## config.mk

```make
export PLATFORM = sky130hd
export DESIGN_NAME = i2c_slave_tx
export DESIGN_NICKNAME = d
export VERILOG_FILES = /design/src/rtl/i2c_stx_pkg.sv /design/src/rtl/i2c_stx_sync.sv /design/src/rtl/i2c_stx_regs.sv /design/src/rtl/i2c_stx_fsm.sv /design/src/rtl/i2c_slave_tx.sv
export SDC_FILE = /design/constraint.sdc
export NUM_CORES = 1
export LEC_CHECK = 0
export ABC_AREA = 1
export BUFFER_PORTS_ARGS = -buffer_cell sky130_fd_sc_hd__buf_2
export CAP_MARGIN = 20
export CORE_UTILIZATION = 40
export DETAILED_ROUTE_END_ITERATION = 6
export PLACE_DENSITY_LB_ADDON = 0.12
export SLEW_MARGIN = 15
export SYNTH_ARGS = -nofsm -noshare
export SYNTH_HDL_FRONTEND = slang
export SYNTH_HIERARCHICAL = 1
export SYNTH_SLANG_ARGS = --single-unit
```

## constraint.sdc

```tcl
create_clock -name clk_i -period 1.65 [get_ports clk_i]
set_input_delay 0.495 -clock clk_i [delete_from_list [all_inputs] [get_ports clk_i]]
set_output_delay 0.495 -clock clk_i [all_outputs]
set_load 0.01 [all_outputs]
```

## src/rtl/i2c_stx_pkg.sv

```systemverilog
package i2c_stx_pkg;
  localparam int unsigned DATA_W = 8;
  localparam int unsigned ADDR_W = 7;
  localparam int unsigned CNT_W  = $clog2(DATA_W + 2);

  typedef logic [7:0] code_t;
  localparam code_t CODE_ADDR = 8'hA8;
  localparam code_t CODE_ARB  = 8'hB0;
  localparam code_t CODE_ACK  = 8'hB8;
  localparam code_t CODE_NACK = 8'hC0;
  localparam code_t CODE_LAST = 8'hC8;
  localparam code_t CODE_NONE = 8'hF8;
  localparam code_t CODE_BERR = 8'h00;

  typedef enum logic [2:0] {
    ST_IDLE, ST_ADDR, ST_TX, ST_WAIT, ST_LOAD, ST_ERR
  } st_e;
endpackage

```

## src/rtl/i2c_stx_sync.sv

```systemverilog
module i2c_stx_sync #(
  parameter int unsigned STAGES = 2
) (
  input  logic clk_i,
  input  logic rst_ni,
  input  logic d_i,
  output logic q_o
);
  logic [STAGES-1:0] ff_q;

  always_ff @(posedge clk_i or negedge rst_ni) begin
    if (!rst_ni) ff_q <= '1;  // idle bus is high
    else         ff_q <= {ff_q[STAGES-2:0], d_i};
  end

  assign q_o = ff_q[STAGES-1];
endmodule

```

## src/rtl/i2c_stx_regs.sv

```systemverilog
module i2c_stx_regs
  import i2c_stx_pkg::*;
(
  input  logic              clk_i,
  input  logic              rst_ni,
  input  logic              ctl_wr_i,
  input  logic              ctl_ack_en_i,
  input  logic              ctl_stop_i,
  input  logic              ctl_clr_i,
  input  logic              dat_wr_i,
  input  logic [DATA_W-1:0] dat_i,
  input  logic              set_i,
  input  code_t             code_i,
  output logic              ack_en_o,
  output logic              stop_o,
  output logic              flag_o,
  output code_t             status_o,
  output logic [DATA_W-1:0] dat_o,
  output logic              clr_evt_o,
  output logic              recover_o
);
  code_t code_q;

  assign clr_evt_o = ctl_wr_i & ctl_clr_i & flag_o;
  assign recover_o = ctl_wr_i & ctl_clr_i & ctl_stop_i;
  assign status_o  = flag_o ? code_q : CODE_NONE;

  always_ff @(posedge clk_i or negedge rst_ni) begin
    if (!rst_ni) begin
      ack_en_o <= 1'b0;
      stop_o   <= 1'b0;
      flag_o   <= 1'b0;
      code_q   <= CODE_NONE;
      dat_o    <= '0;
    end else begin
      if (ctl_wr_i) ack_en_o <= ctl_ack_en_i;
      if (recover_o)     stop_o <= 1'b0;
      else if (ctl_wr_i) stop_o <= ctl_stop_i;
      if (recover_o)      flag_o <= 1'b0;
      else if (set_i)     flag_o <= 1'b1;
      else if (clr_evt_o) flag_o <= 1'b0;
      if (set_i) code_q <= code_i;
      if (dat_wr_i) dat_o <= dat_i;
    end
  end
endmodule

```

## src/rtl/i2c_stx_fsm.sv

```systemverilog
module i2c_stx_fsm
  import i2c_stx_pkg::*;
(
  input  logic              clk_i,
  input  logic              rst_ni,
  input  logic              scl_s_i,
  input  logic              sda_s_i,
  input  logic [ADDR_W-1:0] own_addr_i,
  input  logic              arb_lost_i,
  input  logic              ack_en_i,
  input  logic [DATA_W-1:0] dat_i,
  input  logic              clr_evt_i,
  input  logic              recover_i,
  output logic              set_o,
  output code_t             code_o,
  output logic              scl_hold_o,
  output logic              sda_oe_o
);
  localparam logic [CNT_W-1:0] C_LAST = CNT_W'(DATA_W);
  localparam logic [CNT_W-1:0] C_ACK  = CNT_W'(DATA_W + 1);

  st_e               st_q;
  logic [CNT_W-1:0]  cnt_q;
  logic [DATA_W-1:0] sh_q;
  logic scl_d, sda_d, ack_drv_q, tx_act_q, mack_q, last_q, nxt_load_q, arb_q, hold_q;
  logic rise, fall, start_c, stop_c, in_frame, match;

  assign rise     = scl_s_i & ~scl_d;
  assign fall     = ~scl_s_i & scl_d;
  assign start_c  = scl_s_i & scl_d & sda_d & ~sda_s_i;
  assign stop_c   = scl_s_i & scl_d & ~sda_d & sda_s_i;
  assign in_frame = (st_q == ST_ADDR) || (st_q == ST_TX);
  assign match    = (sh_q[DATA_W-1:1] == own_addr_i) && sh_q[0] && ack_en_i;

  assign sda_oe_o   = ack_drv_q | (tx_act_q & ~sh_q[DATA_W-1]);
  assign scl_hold_o = (st_q == ST_LOAD) | hold_q;

  always_ff @(posedge clk_i or negedge rst_ni) begin
    if (!rst_ni) begin
      st_q <= ST_IDLE; cnt_q <= '0; sh_q <= '0;
      scl_d <= 1'b1; sda_d <= 1'b1;
      ack_drv_q <= 1'b0; tx_act_q <= 1'b0; mack_q <= 1'b0; last_q <= 1'b0;
      nxt_load_q <= 1'b0; arb_q <= 1'b0; hold_q <= 1'b0;
      set_o <= 1'b0; code_o <= CODE_NONE;
    end else begin
      scl_d  <= scl_s_i;
      sda_d  <= sda_s_i;
      set_o  <= 1'b0;
      hold_q <= (st_q == ST_LOAD) && !recover_i;
      if (arb_lost_i) arb_q <= 1'b1;
      if (recover_i) begin
        st_q <= ST_IDLE; cnt_q <= '0; ack_drv_q <= 1'b0; tx_act_q <= 1'b0;
      end else if (in_frame && (start_c || stop_c) && cnt_q != '0) begin
        st_q <= ST_ERR; set_o <= 1'b1; code_o <= CODE_BERR;
        ack_drv_q <= 1'b0; tx_act_q <= 1'b0;
      end else if (start_c && (in_frame || st_q == ST_IDLE)) begin
        st_q <= ST_ADDR; cnt_q <= '0; tx_act_q <= 1'b0; ack_drv_q <= 1'b0;
      end else if (stop_c && (in_frame || st_q == ST_IDLE)) begin
        st_q <= ST_IDLE; arb_q <= 1'b0; tx_act_q <= 1'b0;
      end else begin
        unique case (st_q)
          ST_ADDR: begin
            if (rise) begin
              cnt_q <= cnt_q + 1'b1;
              if (cnt_q < C_LAST) sh_q <= {sh_q[DATA_W-2:0], sda_s_i};
            end else if (fall && cnt_q == C_LAST) begin
              if (match) ack_drv_q <= 1'b1;
              else       st_q <= ST_IDLE;
            end else if (fall && cnt_q == C_ACK) begin
              ack_drv_q  <= 1'b0;
              st_q       <= ST_WAIT;
              set_o      <= 1'b1;
              code_o     <= arb_q ? CODE_ARB : CODE_ADDR;
              arb_q      <= 1'b0;
              nxt_load_q <= 1'b1;
              cnt_q      <= '0;
            end
          end
          ST_TX: begin
            if (rise) begin
              cnt_q <= cnt_q + 1'b1;
              if (cnt_q == C_LAST) mack_q <= ~sda_s_i;
            end else if (fall && cnt_q != '0 && cnt_q < C_LAST) begin
              sh_q <= {sh_q[DATA_W-2:0], 1'b1};
            end else if (fall && cnt_q == C_LAST) begin
              tx_act_q <= 1'b0;
            end else if (fall && cnt_q == C_ACK) begin
              st_q       <= ST_WAIT;
              set_o      <= 1'b1;
              cnt_q      <= '0;
              code_o     <= !mack_q ? CODE_NACK : (last_q ? CODE_LAST : CODE_ACK);
              nxt_load_q <= mack_q & ~last_q;
            end
          end
          ST_WAIT: if (clr_evt_i) st_q <= nxt_load_q ? ST_LOAD : ST_IDLE;
          ST_LOAD: begin
            sh_q <= dat_i; last_q <= ~ack_en_i; tx_act_q <= 1'b1;
            cnt_q <= '0; st_q <= ST_TX;
          end
          default: ;
        endcase
      end
    end
  end
endmodule

```

## src/rtl/i2c_slave_tx.sv

```systemverilog
module i2c_slave_tx
  import i2c_stx_pkg::*;
#(
  parameter int unsigned SYNC_STAGES = 2
) (
  input  logic              clk_i,
  input  logic              rst_ni,
  input  logic              scl_i,
  input  logic              sda_i,
  output logic              scl_oe_o,
  output logic              sda_oe_o,
  input  logic [ADDR_W-1:0] own_addr_i,
  input  logic              arb_lost_i,
  input  logic              ctl_wr_i,
  input  logic              ctl_ack_en_i,
  input  logic              ctl_stop_i,
  input  logic              ctl_clr_i,
  input  logic              dat_wr_i,
  input  logic [DATA_W-1:0] dat_i,
  output logic              ack_en_o,
  output logic              stop_o,
  output logic              flag_o,
  output logic [7:0]        status_o
);
  logic scl_s, sda_s, set, clr_evt, recover, scl_hold;
  code_t code;
  logic [DATA_W-1:0] dat_q;

  i2c_stx_sync #(.STAGES(SYNC_STAGES)) u_sync_scl (
    .clk_i(clk_i), .rst_ni(rst_ni), .d_i(scl_i), .q_o(scl_s));
  i2c_stx_sync #(.STAGES(SYNC_STAGES)) u_sync_sda (
    .clk_i(clk_i), .rst_ni(rst_ni), .d_i(sda_i), .q_o(sda_s));

  i2c_stx_regs u_regs (
    .clk_i(clk_i), .rst_ni(rst_ni),
    .ctl_wr_i(ctl_wr_i), .ctl_ack_en_i(ctl_ack_en_i), .ctl_stop_i(ctl_stop_i),
    .ctl_clr_i(ctl_clr_i), .dat_wr_i(dat_wr_i), .dat_i(dat_i),
    .set_i(set), .code_i(code),
    .ack_en_o(ack_en_o), .stop_o(stop_o), .flag_o(flag_o), .status_o(status_o),
    .dat_o(dat_q), .clr_evt_o(clr_evt), .recover_o(recover));

  i2c_stx_fsm u_fsm (
    .clk_i(clk_i), .rst_ni(rst_ni), .scl_s_i(scl_s), .sda_s_i(sda_s),
    .own_addr_i(own_addr_i), .arb_lost_i(arb_lost_i), .ack_en_i(ack_en_o),
    .dat_i(dat_q), .clr_evt_i(clr_evt), .recover_i(recover),
    .set_o(set), .code_o(code), .scl_hold_o(scl_hold), .sda_oe_o(sda_oe_o));

  assign scl_oe_o = flag_o | scl_hold;
endmodule

```

=== Word-level counts from Yosys, hierarchy flattened ===
Cells that the tools add are included.

* Register bits: 56
* Output and inout port bits: 13
* Input port bits: 25
* Word-level logic and storage cells: 217

* Eq/ne operators: 39
* $add $sub $neg: 1
* Bitwise logic cells: 26
* Multiplexer cells: 93
* Order comparisons: 1
* Reduce and logical (&&, ||, !) cells: 36

{| class="wikitable"
|+ Operator list
! kind !! number
|-
| $mux 8 || 16
|-
| $mux 1 || 46
|-
| $mux 3 || 13
|-
| $mux 4 || 9
|-
| $ne 6x5->1 const B || 5
|-
| $pmux 8 s3 || 1
|-
| $ne 3x3->1 const B || 7
|-
| $ne 2x2->1 const B || 9
|-
| $pmux 8 s2 || 1
|-
| $reduce_and 7->1 || 2
|-
| $and 1x1->1 || 12
|-
| $pmux 3 s4 || 1
|-
| $pmux 4 s3 || 1
|-
| $reduce_and 12->1 || 1
|-
| $logic_and 1x1->1 || 11
|-
| $not 1->1 || 11
|-
| $reduce_and 11->1 || 1
|-
| $reduce_and 5->1 || 2
|-
| $reduce_bool 5->1 || 2
|-
| $reduce_and 9->1 || 1
|-
| $reduce_bool 3->1 || 3
|-
| $eq 4x4->1 const B || 2
|-
| $ne 2x1->1 const B || 4
|-
| $reduce_and 4->1 || 2
|-
| other kinds (24) || 33
|}

=== Longest topological paths before layout ===
Gate-level depths: netlist of run 1.

* Depth after elaboration: 12
* Depth in mapped cells: 13
* Gate-level depth less buffers: 13

=== Hierarchy ===
Netlist of run 1, hierarchy kept.

{| class="wikitable"
|+ By module, submodules not included
! module !! times used !! cells an instance !! area an instance (sq um) !! seq. area each (sq um)
|-
| i2c_stx_fsm || 1 || 321 || 2090.8 || 759.5
|-
| i2c_stx_regs || 1 || 96 || 809.5 || 481.7
|-
| i2c_stx_sync || 2 || 2 || 52.6 || 52.6
|-
| i2c_slave_tx || 1 || 3 || 11.3 || 0.0
|}

=== Worst setup path after synthesis of run 1 ===
Ideal clock, no wire load.

* Path type: reg2out
* Start point: register u_fsm.st_q[0]
* End point: output port scl_oe_o
* Path buffers: 2
* Arrival time: 1.296 ns
* Data required time: 1.155 ns
* Stages on the path, launching flop included: 9
* Slack: -0.141 ns
* Cells stage by stage: dfrtp_1 > buf_2 > nor2_4 > nand2_4 > clkinv_2 > clkbuf_1 > or2_2 > inv_1 > nand2_1

* Word-level cells in the longest chain between the ends: 3

{| class="wikitable"
|+ RTL lines
! what !! RTL line !! text
|-
| start: declaration || i2c_stx_fsm.sv:22 || <nowiki>st_e st_q;</nowiki>
|-
| start signal: assignment || i2c_stx_fsm.sv:95 || <nowiki>ST_WAIT: if (clr_evt_i) st_q <= nxt_load_q ? ST_LOAD : ST_IDLE;</nowiki>
|-
| $eq 3x3->1 || i2c_stx_fsm.sv:36 || <nowiki>assign scl_hold_o = (st_q == ST_LOAD) | hold_q;</nowiki>
|-
| $or 1x1->1 || i2c_stx_fsm.sv:36 ||
|-
| named net scl_hold || i2c_slave_tx.sv:25 || <nowiki>logic scl_s, sda_s, set, clr_evt, recover, scl_hold;</nowiki>
|-
| $or 1x1->1 || i2c_slave_tx.sv:48 || <nowiki>assign scl_oe_o = flag_o | scl_hold;</nowiki>
|-
| end: declaration || i2c_slave_tx.sv:10 || <nowiki>output logic scl_oe_o,</nowiki>
|}

The timed path passes the listed nets, and every way through them passes these cells.

=== Worst setup path after layout of run 1 ===
* Start point: register u_fsm.st_q[2]
* End point: output port scl_oe_o

Same word-level chain as after synthesis.

==> results of run 1 <==
==> report_power, final <==
group	internal (mW)	total [mW]	switching, mW
registers	1.63	1.85	0.224
clock network	0.459	0.910	0.451
logic	1.13	2.59	1.46
==> sequential cells by signal, summed over array words and instances, names as in the netlist, 2 cells and up <==
signal	flops
u_fsm/st_q	3
u_fsm/sh_q	8
u_fsm/code_o	5
u_fsm/cnt_q	4
u_sync_scl/ff_q	2
u_sync_sda/ff_q	2
u_regs/dat_o	8
u_regs/code_q	8
==> per-layer routing <==
metal  vias up  wire (µm)
li1       1564          -
met1      1431       3830
met2        69       4520
met3        13        323
met4         0        141
met5         -          0
==> layout make-up <==
type,instances,area (µm²)
Sequential cell,53,1350
Clock buffer,6,72.6
Timing Repair inverter,1,7.51
Multi-Input combinational cell,288,1870
Tap cell,99,124
Inverter,75,302
Clock inverter,2,38.8
Fill cell,628,2540
Timing Repair Buffer,121,948
==> synth_stat cells, drive strengths merged, types with 3 or more instances <==
cell,count,area [µm²]
nand2,140,546
inv,74,278
dfrtp,37,926
nand3,36,180
nor2,35,144
o21ai,33,165
dfstp,16,420
a21oi,12,63.8
buf,8,60.1
nor3,7,35.0
o22ai,6,37.5
ha,3,37.5
==> worst max-delay path, delay by kind of cell (launching register included) <==
family,cells,cell delay [ps]
buffers and inverters,4,350
flip-flops,1,430
AND/OR/NAND/NOR,3,340
==> logic make-up (layout without fill, tap and decap cells) <==
kind of cell	Yosys count	in the layout	share of synthesized area (%)
and+or+nand+nor	225	225	32.0
xor gates and xnor gates	3	3	0.871
buffers and inverters	85	205	11.6
adders and majority gates	3	3	1.24
DFF	53	53	44.6
AOI/OAI and AO/OA	54	54	9.54
other	1	3	0.124
==> timing repair <==
item | in CTS | in global routing
gates cloned | 2 | 0
setup buffers | 12 | 10
pin swaps | 41 | 44
endpoints found under the setup margin | 27 | 30
gates resized for setup | 119 | 62
==> final timing paths <==
kind | endpoint | slack [ps] | cells after the start
min reg2reg | u_sync_scl/ff_q[1] | 360 | 0
max in group asynchronous | u_fsm/code_o[4] | 1190 | 2
max reg2reg | u_fsm/sh_q[6] | -240 | 12
min in group clk_i | u_sync_scl/ff_q[0] | 270 | 1
max | scl_oe_o | -280 | 7
min | u_regs/code_q[0] | 150 | 2
==> stage by stage <==
step / hold WS [ps] / utilization, %
final: 150 / 65.0
after global routing: 170 / 65.0
after CTS: 167 / 60.4
after detailed placement: 348 / 52.1
after global placement: 349 / 52.1
after floorplan: 199 / -
==> metrics.cfg, run 1 <==
[layout]
final_cell_mix = 102 x nand2_1, 58 x buf_4, 52 x inv_1, 37 x buf_2, 34 x dfrtp_1
fin_nets = 573
final_common_cell = nand2_1
drive_gt1_share_pct = 48.7
insertedDiodeCount = 0
syn2layout_area_growth_pct = 56.4
design_area_um2 = 4720
fin_cells = 645

[critical_path]
slowest_delay_ps = 430
cp-end-kind = output pin
path_max_fanout = 2
cp_cell_sequence = buf_6 -> nand2_4 -> clkinv_4 -> or2_4 -> inv_2 -> nand2_2 -> buf_6
cp_common_cell = buf_6
worst-setup-path-type = flip-flop to output pin
cp_slowest_cell = dfrtp_2
startpoint = u_fsm/st_q[2]
required_ps = 1150
r2r_start = u_fsm/st_q[2]
cp-start-kind = flip-flop
arrival_ps = 1430

[cts]
clk-insertion-delay-late_ps = 310
cts_tree = done
cts_num_sinks = 53
clkTransAtPathRegs_ps = 100
cts_htree_levels = 2
root_buffer = clkbuf_8
cts_made_buffers = 5
cts.path.max_buffers = 2
cts_hold_buf = 0

[power]
max-vdd-ir-drop_mv = 0.505
power.density_nw_per_um2 = 1130
p_total_mw = 5.35
p_leak_nw = 2.36

[yosys]
synth_edf_count = 0
synth_cell_type_count = 34
ys_seq_area_share_pct = 44.6
async_flop_share_pct = 100
netlist_area_um2 = 3020
ys_ff_latch = 53
synthFlopType = dfrtp_1
synthCells = 424
yosys_warnings = 6
avgSynthCellArea_um2 = 7.11

[placement]
io_buffers = 37
dp_slack_ps = -233
hpwl_mm = 5.72
post-place-cells = 614
gp_congestion = 0.978
place_area_um2 = 3780

[sta]
rsz0062_at_grt = true
post-route-period-util_pct = 117
slew_violations = 0
fmax_ghz = 0.519
min_period_ps = 1930
setup_violations = 26
finalWorstSetupSlack_ps = -277
final.setup_skew_ps = 14.4
tns_ps = -3570
hold_viol = 0

[drt]
vias = 3077
drt_wl_total_mm = 8.82
avgViaCountPerCell = 4.77
ant_nets = 0
firstDrtPassIters = 4
route.detailed.drc = 0
drtIter0Drc = 184
routedWlPerCell_um = 13.7

[floorplan]
fp.dieH_um = 88.8
num_io_pins = 38
dieWidth_um = 88.8
dieArea_um2 = 7890
rows = 31
coreArea_um2 = 7250
initial_core_util_pct = 41.6

[min_path]
hold_path_class = input pin to async pin

[run_status]
outcome = complete, but fails checks
violations = setup timing

[global_routing]
grt_use_met1_pct = 29.2
grt_usage_pct = 22.4
grt-ovfl-total = 0
grt_pass1_wl_mm = 13.3
antenna_found_initial = 0
grt_pass1_vias = 2723
met2_usage_pct = 39.4
grt-busiest-layer = met2
grt_start_max_net_pins = 54
grt_use_met3_pct = 3.36

[flow_run]
cap_violations = 0

No activity file was read; power rests on OpenSTA's default activity.
==> run 2: changes to the inputs <==
--- a/config.mk
+++ b/config.mk
@@ -10,7 +10,6 @@
 export CAP_MARGIN = 20
 export CORE_UTILIZATION = 40
 export DETAILED_ROUTE_END_ITERATION = 6
-export PLACE_DENSITY_LB_ADDON = 0.12
 export SLEW_MARGIN = 15
 export SYNTH_ARGS = -nofsm -noshare
 export SYNTH_HDL_FRONTEND = slang
==> metrics.cfg, run 2 (synthesis gave the netlist of run 1 again) <==
[sta]
finalWorstSetupSlack_ps = -259  ; +18.0 ps
rsz0062_at_grt = true
post-route-period-util_pct = 116  ; -1.1 points
hold_viol = 0  ; unchanged
final.setup_skew_ps = 8.32  ; -6.06 ps
setup_violations = 26  ; unchanged
slew_violations = 0  ; unchanged
holdWs_ps = 158  ; +8.45 ps
min_period_ps = 1910  ; -18.0 ps
fmax_ghz = 0.524  ; +0.94%

[run_status]
violations = setup timing
outcome = complete, but fails checks

[placement]
post-place-cells = 608  ; -0.98%
hpwl_mm = 5.64  ; -1.5%
gp_congestion = 0.921  ; -5.8%
dp_slack_ps = -229  ; +4.14 ps
io_buffers = 37  ; unchanged
place_area_um2 = 3720  ; -1.5%

[floorplan]
dieWidth_um = 88.8  ; unchanged
num_io_pins = 38  ; unchanged
coreArea_um2 = 7250  ; unchanged
dieArea_um2 = 7890  ; unchanged
initial_core_util_pct = 41.6  ; unchanged
rows = 31  ; unchanged
fp.dieH_um = 88.8  ; unchanged

[critical_path]
required_ps = 1150  ; about the same
reg2reg_setup_slack_ps = -210  ; +30 ps
startpoint = u_fsm/st_q[2]
rr_worst_depth = 11  ; -1
r2r_start = u_fsm/st_q[2]
crit_path_end = scl_oe_o
arrival_ps = 1410  ; -20 ps
rr_endpoint = u_fsm/code_o[6]
path_max_fanout = 2  ; unchanged
worst-setup-path-type = flip-flop to output pin
cp-end-kind = output pin
cp-start-kind = flip-flop

[drt]
ant_nets = 0  ; unchanged
route.detailed.drc = 0  ; unchanged
firstDrtPassIters = 4  ; unchanged
drtIter0Drc = 158  ; -14%
drt_wl_total_mm = 8.18  ; -7.2%
avgViaCountPerCell = 4.66  ; -2.4%
vias = 2980  ; -3.2%
routedWlPerCell_um = 12.8  ; -6.5%

[cts]
cts_tree = done
root_buffer = clkbuf_8
cts_htree_levels = 2  ; unchanged
clkTransAtPathRegs_ps = 100  ; about the same
cts_made_buffers = 5  ; unchanged
cts.path.max_buffers = 2  ; unchanged
cts_hold_buf = 0  ; unchanged
cts_num_sinks = 53  ; unchanged
clk-insertion-delay-late_ps = 310  ; about the same

[global_routing]
grt-ovfl-total = 0  ; unchanged
grt_pass1_wl_mm = 12.9  ; -2.5%
met2_usage_pct = 35.6  ; -3.8 points
grt_use_met3_pct = 3.45  ; +0.093 points
grt-busiest-layer = met2
grt_use_met1_pct = 30.1  ; +0.91 points
grt_start_max_net_pins = 54  ; unchanged
grt_usage_pct = 21.6  ; -0.79 points
antenna_found_initial = 0  ; unchanged
grt_pass1_vias = 2690  ; -1.2%

[layout]
insertedDiodeCount = 0  ; unchanged
nFillCells = 670  ; +6.7%
reg_top3 = u_fsm/sh_q: 8 flops, u_regs/code_q: 8 flops, u_regs/dat_o: 8 flops
syn2layout_area_growth_pct = 47.9
fin_nets = 568  ; -0.87%
design_area_um2 = 4460  ; -5.4%
final_cell_mix = 110 x nand2_1, 64 x buf_4, 61 x inv_1, 36 x buf_2, 35 x dfrtp_1
drive_gt1_share_pct = 43.4  ; -5.3 points
fin_cells = 640  ; -0.78%
final_common_cell = nand2_1

[power]
power.density_nw_per_um2 = 1150  ; +0.95%
max-vdd-ir-drop_mv = 0.594  ; +18%
p_leak_nw = 2.28  ; -3.3%
p_total_mw = 5.11  ; -4.5%

[min_path]
hold_path_class = input pin to async pin

[flow_run]
cap_violations = 0  ; unchanged

[run 2: cell count changes in the layout (fill, tap and decap cells not counted), sizes merged]
cell | previous run | this run
buf | 121 | 116
bufinv | 1 | 0
clkinv | 1 | 2
[run 2: area by class of cell]
cell class                      count  area (µm²)  share of cell area [%]
Multi-Input combinational cell    288        1740                    39.1
Clock buffer                        6        72.6                    1.63
Tap cell                           99         124                    2.78
Timing Repair inverter              1        7.51                   0.168
Inverter                           75         297                    6.65
Sequential cell                    53        1350                    30.2
Clock inverter                      2        13.8                   0.309
Timing Repair Buffer              116         853                    19.1
[run 2: worst min-delay path by stage]
stage | cells past startpoint | from | slack [ps] | end
CTS | 2 | rst_ni | 170 | u_regs/stop_o
detailed placement | 0 | u_sync_sda/ff_q[0] | 350 | u_sync_sda/ff_q[1]
finish | 2 | rst_ni | 160 | u_regs/stop_o
floorplan | 0 | rst_ni | 200 | u_fsm/ack_drv_q
global placement | 0 | u_sync_scl/ff_q[0] | 350 | u_sync_scl/ff_q[1]
global route | 2 | rst_ni | 170 | u_regs/stop_o
[run 2: critical path: stages (launching register included)]
cell,delay (ps)
dfrtp_1,410
buf_6,130
nand2_4,70
clkinv_4,60
or2_4,220
inv_2,50
nand2_2,40
buf_6,110
[run 2: where the power goes]
group	leakage (nW)	switching (mW)	internal (mW)	total, mW
registers	0.634	0.191	1.63	1.82
clock network	0.0456	0.443	0.304	0.747
logic	1.60	1.42	1.12	2.54
total	2.28	2.06	3.05	5.11
[run 2: per-layer routing]
layer / wire [µm] / share of wire, %
met5: 0 / 0
met4: 85 / 1.0
met3: 288 / 3.5
met2: 4020 / 49
met1: 3790 / 46
[run 2: what timing repair did]
item / 4_1_cts / 5_1_grt
pin swaps: 4 / 26
resized for setup: 24 / 107
gates cloned: 1 / 0
endpoints found under the setup margin: 26 / 29
hold endpoints to repair: 0 / 0
setup buffers: 9 / 14
[run 2: stage by stage]
step	utilization (%)	setup TNS [ps]
floorplan	-	0
global placement	51.3	-3320
detailed placement	51.3	-3610
CTS	54.7	-3870
global route	61.5	-6090
finish	61.5	-3870
